### config.mk
export PLATFORM = sky130hd
export DESIGN_NAME = flash_sector_guard
export DESIGN_NICKNAME = d
export VERILOG_FILES = /design/src/rtl/fsg_pkg.sv /design/src/rtl/fsg_group_bits.sv /design/src/rtl/fsg_protect_map.sv /design/src/rtl/fsg_decide.sv /design/src/rtl/flash_sector_guard.sv
export SDC_FILE = /design/constraint.sdc
export NUM_CORES = 1
export LEC_CHECK = 0
export ABC_AREA = 0
export ABC_CLOCK_PERIOD_IN_PS = 2650
export BUFFER_PORTS_ARGS = -buffer_cell sky130_fd_sc_hd__buf_2
export CELL_PAD_IN_SITES_DETAIL_PLACEMENT = 0
export CELL_PAD_IN_SITES_GLOBAL_PLACEMENT = 1
export CORE_ASPECT_RATIO = 1.5
export CORE_MARGIN = 5
export CORE_UTILIZATION = 25
export DETAILED_ROUTE_END_ITERATION = 12
export PLACE_DENSITY = 0.6
export REMOVE_ABC_BUFFERS = 1
export SLEW_MARGIN = 30
export SYNTH_ARGS = -nofsm -noshare
export SYNTH_HDL_FRONTEND = slang
export SYNTH_SLANG_ARGS = --single-unit
### constraint.sdc
create_clock -name clk -period 2.65 [get_ports clk]
set_input_delay 0.1325 -clock clk [delete_from_list [all_inputs] [get_ports clk]]
set_output_delay 0.1325 -clock clk [all_outputs]
set_load 0.03 [all_outputs]
### src/rtl/fsg_pkg.sv
package fsg_pkg;
  typedef enum logic [2:0] {
    OP_PROGRAM    = 3'd0,
    OP_SECT_ERASE = 3'd1,
    OP_CHIP_ERASE = 3'd2,
    OP_PROTECT    = 3'd3,
    OP_UNPROTECT  = 3'd4,
    OP_VERIFY     = 3'd5
  } op_e;

  localparam logic [7:0] STAT_PROTECTED = 8'h01;
  localparam logic [7:0] STAT_OPEN      = 8'h00;
endpackage

### src/rtl/fsg_group_bits.sv
module fsg_group_bits #(
  parameter int NUM_GROUPS = 32,
  parameter bit RESET_PROT = 1'b0,
  localparam int GW = $clog2(NUM_GROUPS)
) (
  input  logic                  clk,
  input  logic                  rst_n,
  input  logic                  set_en,
  input  logic                  clr_req,
  input  logic [GW-1:0]         idx,
  output logic [NUM_GROUPS-1:0] prot,
  output logic                  all_set
);
  assign all_set = &prot;

  // Per-group persistent protect flop; clearing needs every bit set first.
  for (genvar g = 0; g < NUM_GROUPS; g++) begin : g_bit
    always_ff @(posedge clk or negedge rst_n) begin
      if (!rst_n)
        prot[g] <= RESET_PROT;
      else if (set_en && idx == GW'(g))
        prot[g] <= 1'b1;
      else if (clr_req && all_set && idx == GW'(g))
        prot[g] <= 1'b0;
    end
  end
endmodule

### src/rtl/fsg_protect_map.sv
module fsg_protect_map #(
  parameter int NUM_SECTORS = 128,
  parameter int GROUP_SIZE  = 4,
  parameter bit LOCK_TOP    = 1'b0,
  localparam int NG    = NUM_SECTORS / GROUP_SIZE,
  localparam int BOUND = LOCK_TOP ? NUM_SECTORS - 1 : 0
) (
  input  logic [NG-1:0]          grp_prot,
  input  logic                   lock_n,
  input  logic                   tmp_unlock,
  input  logic                   accel_mode,
  output logic [NUM_SECTORS-1:0] sect_prot
);
  logic groups_live;
  assign groups_live = !tmp_unlock && !accel_mode;

  for (genvar s = 0; s < NUM_SECTORS; s++) begin : g_sect
    localparam int G = s / GROUP_SIZE;
    if (s == BOUND) begin : g_bound
      assign sect_prot[s] = (grp_prot[G] && groups_live) || !lock_n;
    end else begin : g_plain
      assign sect_prot[s] = grp_prot[G] && groups_live;
    end
  end
endmodule

### src/rtl/fsg_decide.sv
module fsg_decide
  import fsg_pkg::*;
#(
  parameter int NUM_SECTORS = 128,
  parameter int GROUP_SIZE  = 4,
  localparam int NG  = NUM_SECTORS / GROUP_SIZE,
  localparam int SW  = $clog2(NUM_SECTORS),
  localparam int GW  = $clog2(NG),
  localparam int GSH = $clog2(GROUP_SIZE)
) (
  input  logic [2:0]             op,
  input  logic [SW-1:0]          sector,
  input  logic [NUM_SECTORS-1:0] sect_prot,
  input  logic [NG-1:0]          grp_prot,
  input  logic                   all_set,
  output logic                   grant,
  output logic [7:0]             status,
  output logic [NUM_SECTORS-1:0] mask
);
  logic [GW-1:0] gidx;
  assign gidx = GW'(sector >> GSH);

  always_comb begin
    grant  = 1'b0;
    status = STAT_OPEN;
    mask   = '0;
    case (op_e'(op))
      OP_PROGRAM, OP_SECT_ERASE: grant = !sect_prot[sector];
      OP_CHIP_ERASE: begin
        mask  = ~sect_prot;
        grant = |mask;
      end
      OP_PROTECT:   grant = 1'b1;
      OP_UNPROTECT: grant = all_set;
      OP_VERIFY: begin
        grant  = 1'b1;
        status = grp_prot[gidx] ? STAT_PROTECTED : STAT_OPEN;
      end
      default: grant = 1'b0;
    endcase
  end
endmodule

### src/rtl/flash_sector_guard.sv
module flash_sector_guard
  import fsg_pkg::*;
#(
  parameter int NUM_SECTORS = 128,
  parameter int GROUP_SIZE  = 4,
  parameter bit LOCK_TOP    = 1'b0,
  parameter bit RESET_PROT  = 1'b0,
  localparam int NG  = NUM_SECTORS / GROUP_SIZE,
  localparam int SW  = $clog2(NUM_SECTORS),
  localparam int GW  = $clog2(NG),
  localparam int GSH = $clog2(GROUP_SIZE)
) (
  input  logic                   clk,
  input  logic                   rst_n,
  input  logic                   lock_n,
  input  logic                   tmp_unlock,
  input  logic                   accel_mode,
  input  logic                   req_valid,
  output logic                   req_ready,
  input  logic [2:0]             req_op,
  input  logic [SW-1:0]          req_sector,
  output logic                   rsp_valid,
  input  logic                   rsp_ready,
  output logic                   rsp_grant,
  output logic [7:0]             rsp_status,
  output logic [NUM_SECTORS-1:0] rsp_erase_mask,
  output logic                   deny_pulse
);
  logic                   accept;
  logic [NG-1:0]          grp_prot;
  logic                   all_set;
  logic [NUM_SECTORS-1:0] sect_prot;
  logic                   grant_c;
  logic [7:0]             status_c;
  logic [NUM_SECTORS-1:0] mask_c;
  logic [GW-1:0]          gidx;

  assign req_ready = !rsp_valid || rsp_ready;
  assign accept    = req_valid && req_ready;
  assign gidx      = GW'(req_sector >> GSH);

  fsg_group_bits #(.NUM_GROUPS(NG), .RESET_PROT(RESET_PROT)) i_bits (
    .clk     (clk),
    .rst_n   (rst_n),
    .set_en  (accept && req_op == OP_PROTECT),
    .clr_req (accept && req_op == OP_UNPROTECT),
    .idx     (gidx),
    .prot    (grp_prot),
    .all_set (all_set)
  );

  fsg_protect_map #(
    .NUM_SECTORS(NUM_SECTORS), .GROUP_SIZE(GROUP_SIZE), .LOCK_TOP(LOCK_TOP)
  ) i_map (
    .grp_prot   (grp_prot),
    .lock_n     (lock_n),
    .tmp_unlock (tmp_unlock),
    .accel_mode (accel_mode),
    .sect_prot  (sect_prot)
  );

  fsg_decide #(.NUM_SECTORS(NUM_SECTORS), .GROUP_SIZE(GROUP_SIZE)) i_decide (
    .op        (req_op),
    .sector    (req_sector),
    .sect_prot (sect_prot),
    .grp_prot  (grp_prot),
    .all_set   (all_set),
    .grant     (grant_c),
    .status    (status_c),
    .mask      (mask_c)
  );

  // Single response slot; loads on accept, drains on consumer ready.
  always_ff @(posedge clk or negedge rst_n) begin
    if (!rst_n) begin
      rsp_valid      <= 1'b0;
      rsp_grant      <= 1'b0;
      rsp_status     <= STAT_OPEN;
      rsp_erase_mask <= '0;
      deny_pulse     <= 1'b0;
    end else begin
      deny_pulse <= accept && !grant_c;
      if (accept) begin
        rsp_valid      <= 1'b1;
        rsp_grant      <= grant_c;
        rsp_status     <= status_c;
        rsp_erase_mask <= mask_c;
      end else if (rsp_ready) begin
        rsp_valid <= 1'b0;
      end
    end
  end
endmodule

==> Word-level counts from Yosys, hierarchy flattened <==
Index checks and enable logic that the tools add are counted.
{ "word_totals": {"mem_bits_rw": 0, "elab_cells": 299, "regBits": 171, "memories": 0, "latchBits": 0, "romBits": 0} }
{ "op_classes": {"muxes": 74, "n_eq_ne": 36, "div": 0, "n_bitwise": 1, "n_reduce_logical": 149, "n_mul": 0, "shifts": 0, "n_addsub": 0, "magnitude_cmp": 2} }
{ "ops": {"columns": ["operator", "n"], "rows": [
  ["2-to-1 mux 128 bit", 1],
  ["inverter 128 bit", 1],
  ["OR reduction 128 bit", 1],
  ["logical AND 1 bit", 102],
  ["equality test 5 bit (second input constant)", 16],
  ["2-to-1 mux 1 bit", 70],
  ["nonzero test 2 bit", 33],
  ["equality test 5 x 4 -> 1 bit (second input constant)", 8],
  ["AND reduction 32 bit", 1],
  ["equality test 5 x 3 -> 1 bit (second input constant)", 4],
  ["equality test 5 x 2 -> 1 bit (second input constant)", 2],
  ["< comparator 7 x 8 -> 1 bit (second input constant)", 1],
  ["binary-select mux 1 bit (select 7 bit)", 1],
  ["equality test 3 x 2 -> 1 bit (second input constant)", 2],
  ["equality test 3 bit (second input constant)", 2],
  ["logical NOT 1 bit", 6],
  ["< comparator 5 x 6 -> 1 bit (second input constant)", 1],
  ["binary-select mux 1 bit (select 5 bit)", 1],
  ["equality test 5 x 1 -> 1 bit (second input constant)", 1],
  ["logical NOT 5 bit", 1],
  ["one-hot mux 1 bit (4 select lines)", 1],
  ["OR reduction 2 bit", 2],
  ["equality test 3 x 1 -> 1 bit (second input constant)", 1],
  ["logical NOT 3 bit", 1],
  ["logical OR 1 bit", 2]
]} }

==> Depth between registers and ports, before layout <==
Gate-level depths: netlist of the first run.
{ "depth": {"ltp_word": 10, "ltp_mapped": 8, "ltp_nobuf": 5} }

==> Modules after synthesis <==
From an unflattened synthesis of the first run, not the netlist that was laid out.
{ "unflattened": {"cells_unflattened": 918, "hier_area_um2": 10538.9} }
{ "by_module_without_submodules": {"columns": ["mod", "instances", "area_per_inst_um2", "cells_each"], "rows": [
  ["flash_sector_guard", 1, 5582.9, 298],
  ["fsg_decide", 1, 2229.6, 302],
  ["fsg_group_bits", 1, 1730.4, 186],
  ["fsg_protect_map", 1, 996.0, 132]
]} }

==> Worst setup path after synthesis of the first run <==
Ideal clock, no wire load.
{ "synth_path": {"kind": "register to register", "startpoint": "register rsp_valid", "endpoint": "register rsp_erase_mask[107]", "path_stages_with_launch": 9, "path_buffers": 3, "required_time_ns": 2.532, "slack_ns": 0.516, "t_arrival_ns": 2.016, "period_less_slack_ns": 2.134, "cell_sequence": "dfrtp_1 > nand2b_1 > nand2_1 > clkbuf_1 > or3_1 > clkbuf_1 > clkbuf_1 > a21oi_1 > a21o_1"} }
{ "synth_via": {"elab_chain_len": 3} }
{ "synth_lines": {"columns": ["element", "line", "rtl"], "rows": [
  ["start: declaration", "flash_sector_guard.sv:22", "output logic rsp_valid,"],
  ["start signal: assignment", "flash_sector_guard.sv:76", "rsp_valid <= 1'b0;"],
  ["start signal: assignment", "flash_sector_guard.sv:84", "rsp_valid <= 1'b1;"],
  ["start signal: assignment", "flash_sector_guard.sv:89", "rsp_valid <= 1'b0;"],
  ["logical NOT 1 bit", "flash_sector_guard.sv:38", "assign req_ready = !rsp_valid || rsp_ready;"],
  ["logical OR 1 bit", "flash_sector_guard.sv:38", null],
  ["net req_ready", "flash_sector_guard.sv:19", "output logic req_ready,"],
  ["logical AND 1 bit", "flash_sector_guard.sv:39", "assign accept = req_valid && req_ready;"],
  ["end signal: assignment", "flash_sector_guard.sv:87", "rsp_erase_mask <= mask_c;"],
  ["end: declaration", "flash_sector_guard.sv:26", "output logic [NUM_SECTORS-1:0] rsp_erase_mask,"]
]} }
The timed path passes the listed nets, and every way through them passes these cells.
A chain may end at the register's enable or synchronous reset.

==> Worst setup path in the final report of the first run <==
{ "layout_path": {"startpoint": "register i_bits.prot[19]", "endpoint": "register i_bits.prot[9]"} }
{ "layout_via": {"elab_chain_len": 4} }
{ "layout_lines": {"columns": ["element", "line", "rtl"], "rows": [
  ["start: declaration", "fsg_group_bits.sv:11", "output logic [NUM_GROUPS-1:0] prot,"],
  ["start signal: indexed assignment", "fsg_group_bits.sv:20", "prot[g] <= RESET_PROT;"],
  ["start signal: indexed assignment", "fsg_group_bits.sv:22", "prot[g] <= 1'b1;"],
  ["start signal: indexed assignment", "fsg_group_bits.sv:24", "prot[g] <= 1'b0;"],
  ["AND reduction 32 bit", "fsg_group_bits.sv:14", "assign all_set = &prot;"],
  ["logical AND 1 bit (2 in series)", "fsg_group_bits.sv:23", "else if (clr_req && all_set && idx == GW'(g))"],
  ["nonzero test 2 bit (no line)", null, null]
]} }
No other way between the ends.

==> results of run 1 <==
-- where the power goes --
group / switching [mW] / internal, mW
Sequential: 0.0388 / 1.09
Clock: 0.489 / 0.858
Combinational: 0.461 / 0.158
Total: 0.989 / 2.11
-- cell type report --
class,instances,area [um^2]
clock buffers,10,239
clock inverters,6,91.3
fillers,1762,12000
inverters,18,67.6
multi-input cells,243,1610
flip-flops and latches,69,1730
well taps,210,263
repair buffers,155,800
-- per-stage QoR --
stage / cells / power, mW
final: 711 / 3.10
after global routing: 711 / 3.23
after CTS: 711 / 3.13
after detailed placement: 694 / 1.78
after global placement: 694 / 1.78
after floorplan: 330 / 1.54
-- cell usage in the layout, fill, tap and decap left out, types with 2 or more instances in the layout --
cell type  Yosys  layout
mux4_1         2       2
conb_1         1       7
dfrtp_1       69      69
inv_6          0       3
o22ai_1        2       2
and2_1         2       2
mux2_2         2       2
buf_4        102       5
nor3_1         4       4
a21oi_1       34      34
bufinv_16      0       2
buf_2          3     148
nand3_1        8       8
o21ai_0       34      34
nor2b_1        6       6
nand2b_1       4       4
a311o_1        2       2
mux2i_1       20      20
a21o_1        48      48
clkbuf_16      0       9
nand4_1        9       9
inv_1         18      18
nor2_1         6       5
nand2_1       32      32
mux4_2         4       4
-- worst max path at each step --
stage	start	cells past startpoint	slack, ps	end
2_1_floorplan	rsp_valid	5	-20	rsp_erase_mask[0]
3_3_place_gp	req_sector[2]	6	560	deny_pulse
3_5_place_dp	req_sector[2]	6	530	deny_pulse
4_1_cts	i_bits.prot[19]	5	500	i_bits.prot[9]
5_1_grt	i_bits.prot[19]	5	380	i_bits.prot[12]
6_report	i_bits.prot[19]	5	500	i_bits.prot[9]
-- per-layer routing --
layer | vias to the layer above | global-route usage [%] | wire (um) | part of all wire [%]
met5 | - | 0 | 14 | 0.12
met4 | 4 | 4.34 | 227 | 2.0
met3 | 21 | 2.68 | 733 | 6.3
li1 | 1544 | - | - | -
met2 | 102 | 19.9 | 5700 | 49
met1 | 1522 | 15.3 | 4930 | 42
-- logic make-up (layout without fill, tap and decap cells) --
kind of cell           after synthesis  after routing  synth area share, %
buffers and inverters              144            189                 22.0
AOI/OAI and AO/OA                  129            129                 19.2
and+or+nand+nor                     79             79                 9.38
DFF                                 69             69                 40.7
muxes                               28             28                 8.62
other                                1              7               0.0884
-- flip-flops by register name (all words and copies together) (netlist names) --
| register | cells |
|---|---|
| deny_pulse | 1 |
| i_bits.prot | 32 |
| rsp_erase_mask | 33 |
| rsp_grant | 1 |
| rsp_status | 1 |
| rsp_valid | 1 |
-- critical path, delay by kind of cell (launching register included) --
family	cells	cell delay (ps)
AND/OR/NAND/NOR	4	1340
flip-flops	1	410
AO/OA/AOI/OAI	1	270
==> results.cfg, run 1 <==
[timing]
maxSlewHeadroom_pct = 55.9
setup_ws_ps = 502
hold_viol_final = 0
rsz0062_at_grt = false
final.min_clock_period_ps = 2150
maxSlewViolCount = 0
worst_pin_slew_ps = 661
hold_slack_ps = 8.87
fin_skew_ps = 7.33
tns_ps = 0
setup_violations = 0
fmax_mhz = 466
period_share_pct = 81.1

[cells_and_area]
antenna_cells = 0
area_growth_pct = 13.0
post-route-util_pct = 28.6
fin_area_um2 = 4790
drive_above_1_share_pct = 35.7
fin_nets = 513

[critical_path]
max_stage_delay_ps = 610
reg2reg_depth = 5
worstReg2RegEnd = i_bits.prot[9]
critPathLaunchType = flop
arrival_ps = 2370
path_cells = nand4_1, nor4_1, nand4_1, or3_1, a21o_1
reg2reg_from = i_bits.prot[19]
crit_slowest_cell = or3_1
critPathRequiredTime_ps = 2870
crit_path_frequent_cell = nand4_1
crit_type = reg -> reg
reg2reg_slack_ps = 500
end_kind = flop
crit_path_max_fanout = 16

[min_path]
worstHoldEndpoint = rsp_valid
hold_start = req_valid
hp-class = in -> reg
min_delay_path_depth = 2

[floorplan]
start_util_pct = 25.3
die_x_um = 116
die_y_um = 170
io_pins = 157
die_area_um2 = 19700
rows = 58
core_um2 = 16800

[place]
gp_congestion = 0.861
portBuffers = 149
place_area_um2 = 4450
place_hpwl_mm = 8.45
dp_worst_setup_slack_ps = 525

[synth]
ys_seq_elements = 69
ys_seq_area_share_pct = 40.7
synth_edf_count = 0
synth.most_common_cell = buf_4
synth_area_leaders = dfrtp_1, buf_4, a21o_1
netlist.area_leader.share_pct = 40.7
yosys_warnings = 0
synthArstFlopShare_pct = 100
yosys.area.top_type = dfrtp_1
synth_flop_cell = dfrtp_1
syn_area_um2 = 4240
syn_inst = 450
syn_avg_cell_area_um2 = 9.42
synthDistinctLibCells = 40
synthTopCellsByCount = buf_4, dfrtp_1, a21o_1

[clock_tree]
cts_max_path_buffers = 2
cts_tree = yes
post_cts_resized = 0
htreeDepth = 3
clk_pin_slew_ps = 60
cts_root_buffer = clkbuf_16
cts_setup_buffers = 0
cts_hold_buf = 1
clock_latency_ps = 340
numCtsBuffers = 9
cts_sinks = 69

[global_routing]
grt_pass1_vias = 3284
grt_pass1_wl_mm = 18.6
track_usage_pct = 12.0
grt_max_degree = 70
overflow = 0
antenna_found_initial = 2

[outcome]
status = complete, no violations

[drt]
viasPerCell = 4.49
first_iter_violations = 145
drt-total-wl_mm = 11.6
vias = 3193
postRouteAntennaNets = 0
wl_per_cell_um = 16.3
dr.pass1.iters = 4
route.detailed.drc = 0

[power_and_ir_drop]
max-vdd-ir-drop_uv = 307
powerDensity_nw_per_um2 = 646
leakage_nw = 2.88

[flow_run]
maxCapViolations = 0
No activity file was read; power rests on OpenSTA's default activity.
==> inputs of run 2 (changes only) <==
--- a/config.mk
+++ b/config.mk
@@ -5,8 +5,8 @@
 export SDC_FILE = /design/constraint.sdc
 export NUM_CORES = 1
 export LEC_CHECK = 0
-export ABC_AREA = 0
-export ABC_CLOCK_PERIOD_IN_PS = 2650
+export ABC_AREA = 1
+export ABC_CLOCK_PERIOD_IN_PS = 2100
 export BUFFER_PORTS_ARGS = -buffer_cell sky130_fd_sc_hd__buf_2
 export CELL_PAD_IN_SITES_DETAIL_PLACEMENT = 0
 export CELL_PAD_IN_SITES_GLOBAL_PLACEMENT = 1
@@ -14,7 +14,7 @@
 export CORE_MARGIN = 5
 export CORE_UTILIZATION = 25
 export DETAILED_ROUTE_END_ITERATION = 12
-export PLACE_DENSITY = 0.6
+export PLACE_DENSITY = 0.61
 export REMOVE_ABC_BUFFERS = 1
 export SLEW_MARGIN = 30
 export SYNTH_ARGS = -nofsm -noshare
==> constraint.sdc (replaced) <==
create_clock -name clk -period 2.1 [get_ports clk]
set_input_delay 0.105 -clock clk [delete_from_list [all_inputs] [get_ports clk]]
set_output_delay 0.105 -clock clk [all_outputs]
set_load 0.03 [all_outputs]
==> results.cfg, run 2 <==
[critical_path]
reg2reg_slack_ps = 380
crit_type = reg -> reg
critPathLaunchType = flop
arrival_ps = 1930
crit_path_frequent_cell = nor3_1
path_cells = inv_1, nor3_1, nand2_1, nor2_2, nand4_2, buf_12, nor3_1, o21ai_0
end_kind = flop
crit_slowest_cell = dfrtp_1
worstReg2RegEnd = i_bits.prot[6]
crit_path_max_fanout = 32
reg2reg_from = i_bits.prot[23]
critPathRequiredTime_ps = 2310
max_stage_delay_ps = 370
reg2reg_depth = 8

[timing]
period_share_pct = 81.9
maxSlewViolCount = 0
fmax_mhz = 581
final.min_clock_period_ps = 1720
hold_viol_final = 0
setup_violations = 0
fin_skew_ps = 6.18
rsz0062_at_grt = false

[min_path]
hp-class = in -> reg
min_delay_path_depth = 3
worstHoldEndpoint = rsp_erase_mask[0]
hold_start = lock_n

[drt]
route.detailed.drc = 0
drt-total-wl_mm = 15.1
dr.pass1.iters = 5
postRouteAntennaNets = 0
viasPerCell = 4.39
wl_per_cell_um = 15.7
vias = 4227
first_iter_violations = 203

[clock_tree]
cts_max_path_buffers = 2
cts_tree = yes
cts_sinks = 69
htreeDepth = 3
numCtsBuffers = 9
clock_latency_ps = 340
cts_setup_buffers = 0
cts_root_buffer = clkbuf_16
clk_pin_slew_ps = 60

[global_routing]
grt_max_degree = 70
antenna_found_initial = 0
overflow = 0
grtUsageMet1_pct = 15.5
busiest_layer = met2
grt_use_met2_pct = 26.1
grt_pass1_vias = 4158
track_usage_pct = 14.0
grt_pass1_wl_mm = 23.1
grtUsageMet3_pct = 1.89

[cells_and_area]
post-route-util_pct = 28.7
antenna_cells = 0
fin_nets = 723
layout_commonest_cell = nand2_1
largest_register_ffs = 33
area_growth_pct = 14.3
multi_input_area_um2 = 1750
largest-register = rsp_erase_mask
fill_cells = 2039
drive_above_1_share_pct = 29.6
register_area_um2 = 1730
reg_top3 = rsp_erase_mask: 33 flops, i_bits.prot: 32 flops
final_cell_mix = nand2_1, buf_2, dfrtp_1

[synth]
syn_area_um2 = 4620
synth_flop_cell = dfrtp_1
synth_xor_xnor_area_share_pct = 0
synth_top_family_by_area = simple AND/OR/NAND/NOR gates
yosys_warnings = 0
synth_compound_area_share_pct = 8.40
synth_mux_area_share_pct = 0
syn_inst = 646
syn_avg_cell_area_um2 = 7.15
netlist.area_leader.share_pct = 37.4
synthTopCellsByCount = nand2_1, buf_4, dfrtp_1
synthArstFlopShare_pct = 100
yosys.area.top_type = dfrtp_1
synth_area_leaders = dfrtp_1, buf_4, nand2_1
ys_seq_elements = 69
synthDistinctLibCells = 23
synth_edf_count = 0
synth-simple-area-share_pct = 29.0
synthAdderAreaFrac_pct = 0
synth.most_common_cell = nand2_1
ys_seq_area_share_pct = 37.4

[floorplan]
die_y_um = 176
start_util_pct = 25.1
die_x_um = 121
rows = 61
core_um2 = 18400
die_area_um2 = 21300
io_pins = 157

[power_and_ir_drop]
leakage_nw = 2.87
max-vdd-ir-drop_uv = 344
powerDensity_nw_per_um2 = 728
p_total_mw = 3.84

[place]
gp_congestion = 0.854
place_hpwl_mm = 11.3
portBuffers = 149

[flow_run]
maxCapViolations = 0

[outcome]
status = complete, no violations
[run 2: cell types whose count changed after synthesis, moves of 15 or more]
cell	change
nor2_1	+40
nor3_1	+32
a21oi_1	-31
o21ai_1	+15
a21o_1	-48
mux2i_1	-20
nand2_1	+144
o21ai_0	+19
inv_1	+37
[run 2: worst max path at each step]
| stage | depth (start not counted) | to | from | slack (ps) |
|---|---|---|---|---|
| finish | 8 | i_bits.prot[6] | i_bits.prot[23] | 380 |
| global route | 7 | i_bits.prot[17] | rsp_valid | 280 |
| floorplan | 5 | i_bits.prot[10] | rsp_valid | -710 |
| global placement | 8 | i_bits.prot[6] | i_bits.prot[23] | 380 |
| CTS | 7 | i_bits.prot[17] | rsp_valid | 360 |
| detailed placement | 7 | i_bits.prot[17] | rsp_valid | 380 |
[run 2: power breakdown]
| part | switching [mW] | internal (mW) | total (mW) |
|---|---|---|---|
| Sequential | 0.0722 | 1.40 | 1.47 |
| Combinational | 0.717 | 0.234 | 0.951 |
| Clock | 0.599 | 0.821 | 1.42 |
[run 2: area by class of cell]
class / instances / share of cell area, %
repair buffers: 175 / 18.6
well taps: 252 / 5.97
flip-flops and latches: 69 / 32.7
multi-input cells: 388 / 33.2
inverters: 63 / 4.48
clock inverters: 4 / 0.474
clock buffers: 11 / 4.60
[run 2: cells by family (layout without fill, tap and decap cells)]
logic type | Yosys count | count (layout)
AO/OA/AOI/OAI | 74 | 74
buffers and inverters | 195 | 253
flip-flops | 69 | 69
other | 1 | 7
AND/OR/NAND/NOR | 307 | 307
[run 2: through the flow]
stage / setup TNS (ps) / setup WS [ps] / cells / hold slack, ps / cell area, um^2
after CTS: 0 / 362 / 962 / 24.5 / 5280
after floorplan: -31610 / -706 / 520 / -191 / 3710
after global placement: 0 / 382 / 946 / 164 / 5000
final: 0 / 379 / 962 / 29.0 / 5280
after global routing: 0 / 275 / 962 / 44.5 / 5280
after detailed placement: 0 / 379 / 946 / 170 / 5000
[run 2: what timing repair did]
item                                   CTS  global route
resized for setup                        0             0
endpoints found under the hold margin   69             0
hold buffers                             1             0
[run 2: worst max-delay path: cells and delay by family (launching register included)]
family | cells | cell delay (ps)
buffers and inverters | 2 | 290
flip-flops | 1 | 370
AND/OR/NAND/NOR | 5 | 790
AO/OA/AOI/OAI | 1 | 130
[run 2: layer usage]
layer	share of wire, %	vias up
met2	54	151
met3	5.0	33
li1	-	2052
met1	38	1991
met5	0	-
met4	3.5	0
==> inputs of run 3 (changes only) <==
--- a/config.mk
+++ b/config.mk
@@ -6,7 +6,7 @@
 export NUM_CORES = 1
 export LEC_CHECK = 0
 export ABC_AREA = 1
-export ABC_CLOCK_PERIOD_IN_PS = 2100
+export ABC_CLOCK_PERIOD_IN_PS = 1400
 export BUFFER_PORTS_ARGS = -buffer_cell sky130_fd_sc_hd__buf_2
 export CELL_PAD_IN_SITES_DETAIL_PLACEMENT = 0
 export CELL_PAD_IN_SITES_GLOBAL_PLACEMENT = 1
@@ -14,7 +14,7 @@
 export CORE_MARGIN = 5
 export CORE_UTILIZATION = 25
 export DETAILED_ROUTE_END_ITERATION = 12
-export PLACE_DENSITY = 0.61
+export PLACE_DENSITY = 0.64
 export REMOVE_ABC_BUFFERS = 1
 export SLEW_MARGIN = 30
 export SYNTH_ARGS = -nofsm -noshare
==> constraint.sdc (replaced) <==
create_clock -name clk -period 1.4 [get_ports clk]
set_input_delay 0.07 -clock clk [delete_from_list [all_inputs] [get_ports clk]]
set_output_delay 0.07 -clock clk [all_outputs]
set_load 0.03 [all_outputs]
==> results.cfg, run 3 (same netlist as run 2, synthesis figures left out) <==
[power_and_ir_drop]
leakage_nw = 3.33
powerDensity_nw_per_um2 = 997
p_total_mw = 6.05
max-vdd-ir-drop_uv = 516

[cells_and_area]
fin_nets = 798
antenna_cells = 0
reg_top3 = rsp_erase_mask: 33 flops, i_bits.prot: 32 flops
drive_above_1_share_pct = 39.7
largest_register_ffs = 33
area_growth_pct = 31.5
layout_commonest_cell = nand2_1
largest-register = rsp_erase_mask
final_cell_mix = nand2_1, buf_2, buf_4

[timing]
final.min_clock_period_ps = 1590
hold_viol_final = 0
period_share_pct = 113
tns_ps = -4590
setup_ws_ps = -188
maxSlewViolCount = 0
fmax_mhz = 630
fin_skew_ps = 8.97
setup_violations = 34
rsz0062_at_grt = true

[drt]
wl_per_cell_um = 14.9
drt-total-wl_mm = 15.4
route.detailed.drc = 0
vias = 4385
viasPerCell = 4.22
first_iter_violations = 267
postRouteAntennaNets = 0
dr.pass1.iters = 5

[global_routing]
grt_max_degree = 70
antenna_found_initial = 1
grt_pass1_wl_mm = 22.5
overflow = 0
grt_pass1_vias = 4202
track_usage_pct = 13.5

[min_path]
hp-class = in -> reg
worstHoldEndpoint = rsp_valid
min_delay_path_depth = 5
hold_start = rsp_ready

[place]
place_hpwl_mm = 11.2
gp_congestion = 0.878
portBuffers = 149

[clock_tree]
htreeDepth = 3
numCtsBuffers = 9
clk_pin_slew_ps = 60
clock_latency_ps = 330
cts_sinks = 69
cts_root_buffer = clkbuf_16
cts_max_path_buffers = 2
cts_tree = yes

[critical_path]
max_stage_delay_ps = 370
critPathLaunchType = flop
end_kind = flop
critPathRequiredTime_ps = 1610
crit_type = reg -> reg
reg2reg_slack_ps = -190
worstReg2RegEnd = i_bits.prot[1]
crit_family = simple AND/OR/NAND/NOR gates
arrival_ps = 1800
path_cells = nand2_2, nor3_2, nand2_1, nor2_2, nand4_2, buf_12, o31ai_2, nand2_1
crit_buf_inv = 1
crit_path_frequent_cell = nand2_1
reg2reg_depth = 8
crit_slowest_cell = dfrtp_1
reg2reg_from = i_bits.prot[1]
crit_path_max_fanout = 32

[flow_run]
maxCapViolations = 0

[outcome]
status = finished, violations left
violations = negative setup slack

[floorplan]
core_um2 = 18400
die_area_um2 = 21300
rows = 61
die_y_um = 176
die_x_um = 121
io_pins = 157
start_util_pct = 25.1
[run 3: cell types whose count changed in the layout (fill, tap and decap cells not counted), sizes merged]
cell and change:
buf +72, clkinv +3, bufinv +1, clkinvlp -1, dlygate4sd3 +1
[run 3: power breakdown]
part / total (mW) / leakage (nW) / switching [mW] / internal [mW]
Sequential: 2.20 / 0.844 / 0.0974 / 2.10
Combinational: 1.58 / 2.34 / 1.12 / 0.465
Clock: 2.27 / 0.145 / 0.905 / 1.37
[run 3: worst max-delay path by stage]
stage,end,depth (start not counted),from,slack [ps]
6_report,i_bits.prot[1],8,i_bits.prot[1],-190
5_1_grt,i_bits.prot[1],8,i_bits.prot[1],-320
4_1_cts,i_bits.prot[1],9,i_bits.prot[3],-190
3_5_place_dp,i_bits.prot[1],9,i_bits.prot[3],-240
3_3_place_gp,i_bits.prot[0],9,i_bits.prot[3],-240
2_1_floorplan,i_bits.prot[10],5,rsp_valid,-1410
[run 3: layout make-up]
class                           count  area [um^2]
Clock buffer                        9          225
Inverter                           63          236
Sequential cell                    69         1730
Tap cell                          252          315
Multi-Input combinational cell    388         1870
Fill cell                        2012        12300
Timing Repair Buffer              250         1630
Clock inverter                      7         66.3
[run 3: layer usage]
layer / vias to the layer above / part of all wire (%) / global-route usage (%) / wire, um
met3: 19 / 4.7 / 1.76 / 725
met5: - / 0.045 / 0 / 7
met2: 117 / 54 / 25.5 / 8330
met4: 2 / 2.4 / 4.54 / 369
met1: 2027 / 39 / 15.5 / 5980
li1: 2220 / - / - / -
[run 3: per-stage QoR]
step | cell area (um^2) | cells | util, % | setup slack [ps] | hold WS, ps
floorplan | 3710 | 520 | - | -1410 | -226
global placement | 5540 | 1014 | 30.1 | -242 | 132
detailed placement | 5540 | 1014 | 30.1 | -240 | 132
CTS | 5910 | 1032 | 32.1 | -194 | 102
global route | 6070 | 1038 | 33.0 | -323 | 143
finish | 6070 | 1038 | 33.0 | -188 | 115
[run 3: worst reg2reg max path, delay by kind of cell (launching register included)]
family / cells / cell delay, ps
AOI/OAI and AO/OA: 1 / 190
buffers and inverters: 1 / 200
DFF: 1 / 370
and+or+nand+nor: 6 / 700
[run 3: timing repair]
| item | in CTS | in global routing |
|---|---|---|
| gates cloned | 0 | 3 |
| buffers inserted | 0 | 3 |
| hold buffers | 2 | 0 |
| endpoints found under the setup margin | 65 | 60 |
| hold endpoints to repair | 70 | 0 |
| pin swaps | 1 | 3 |
| gates resized for setup | 23 | 36 |
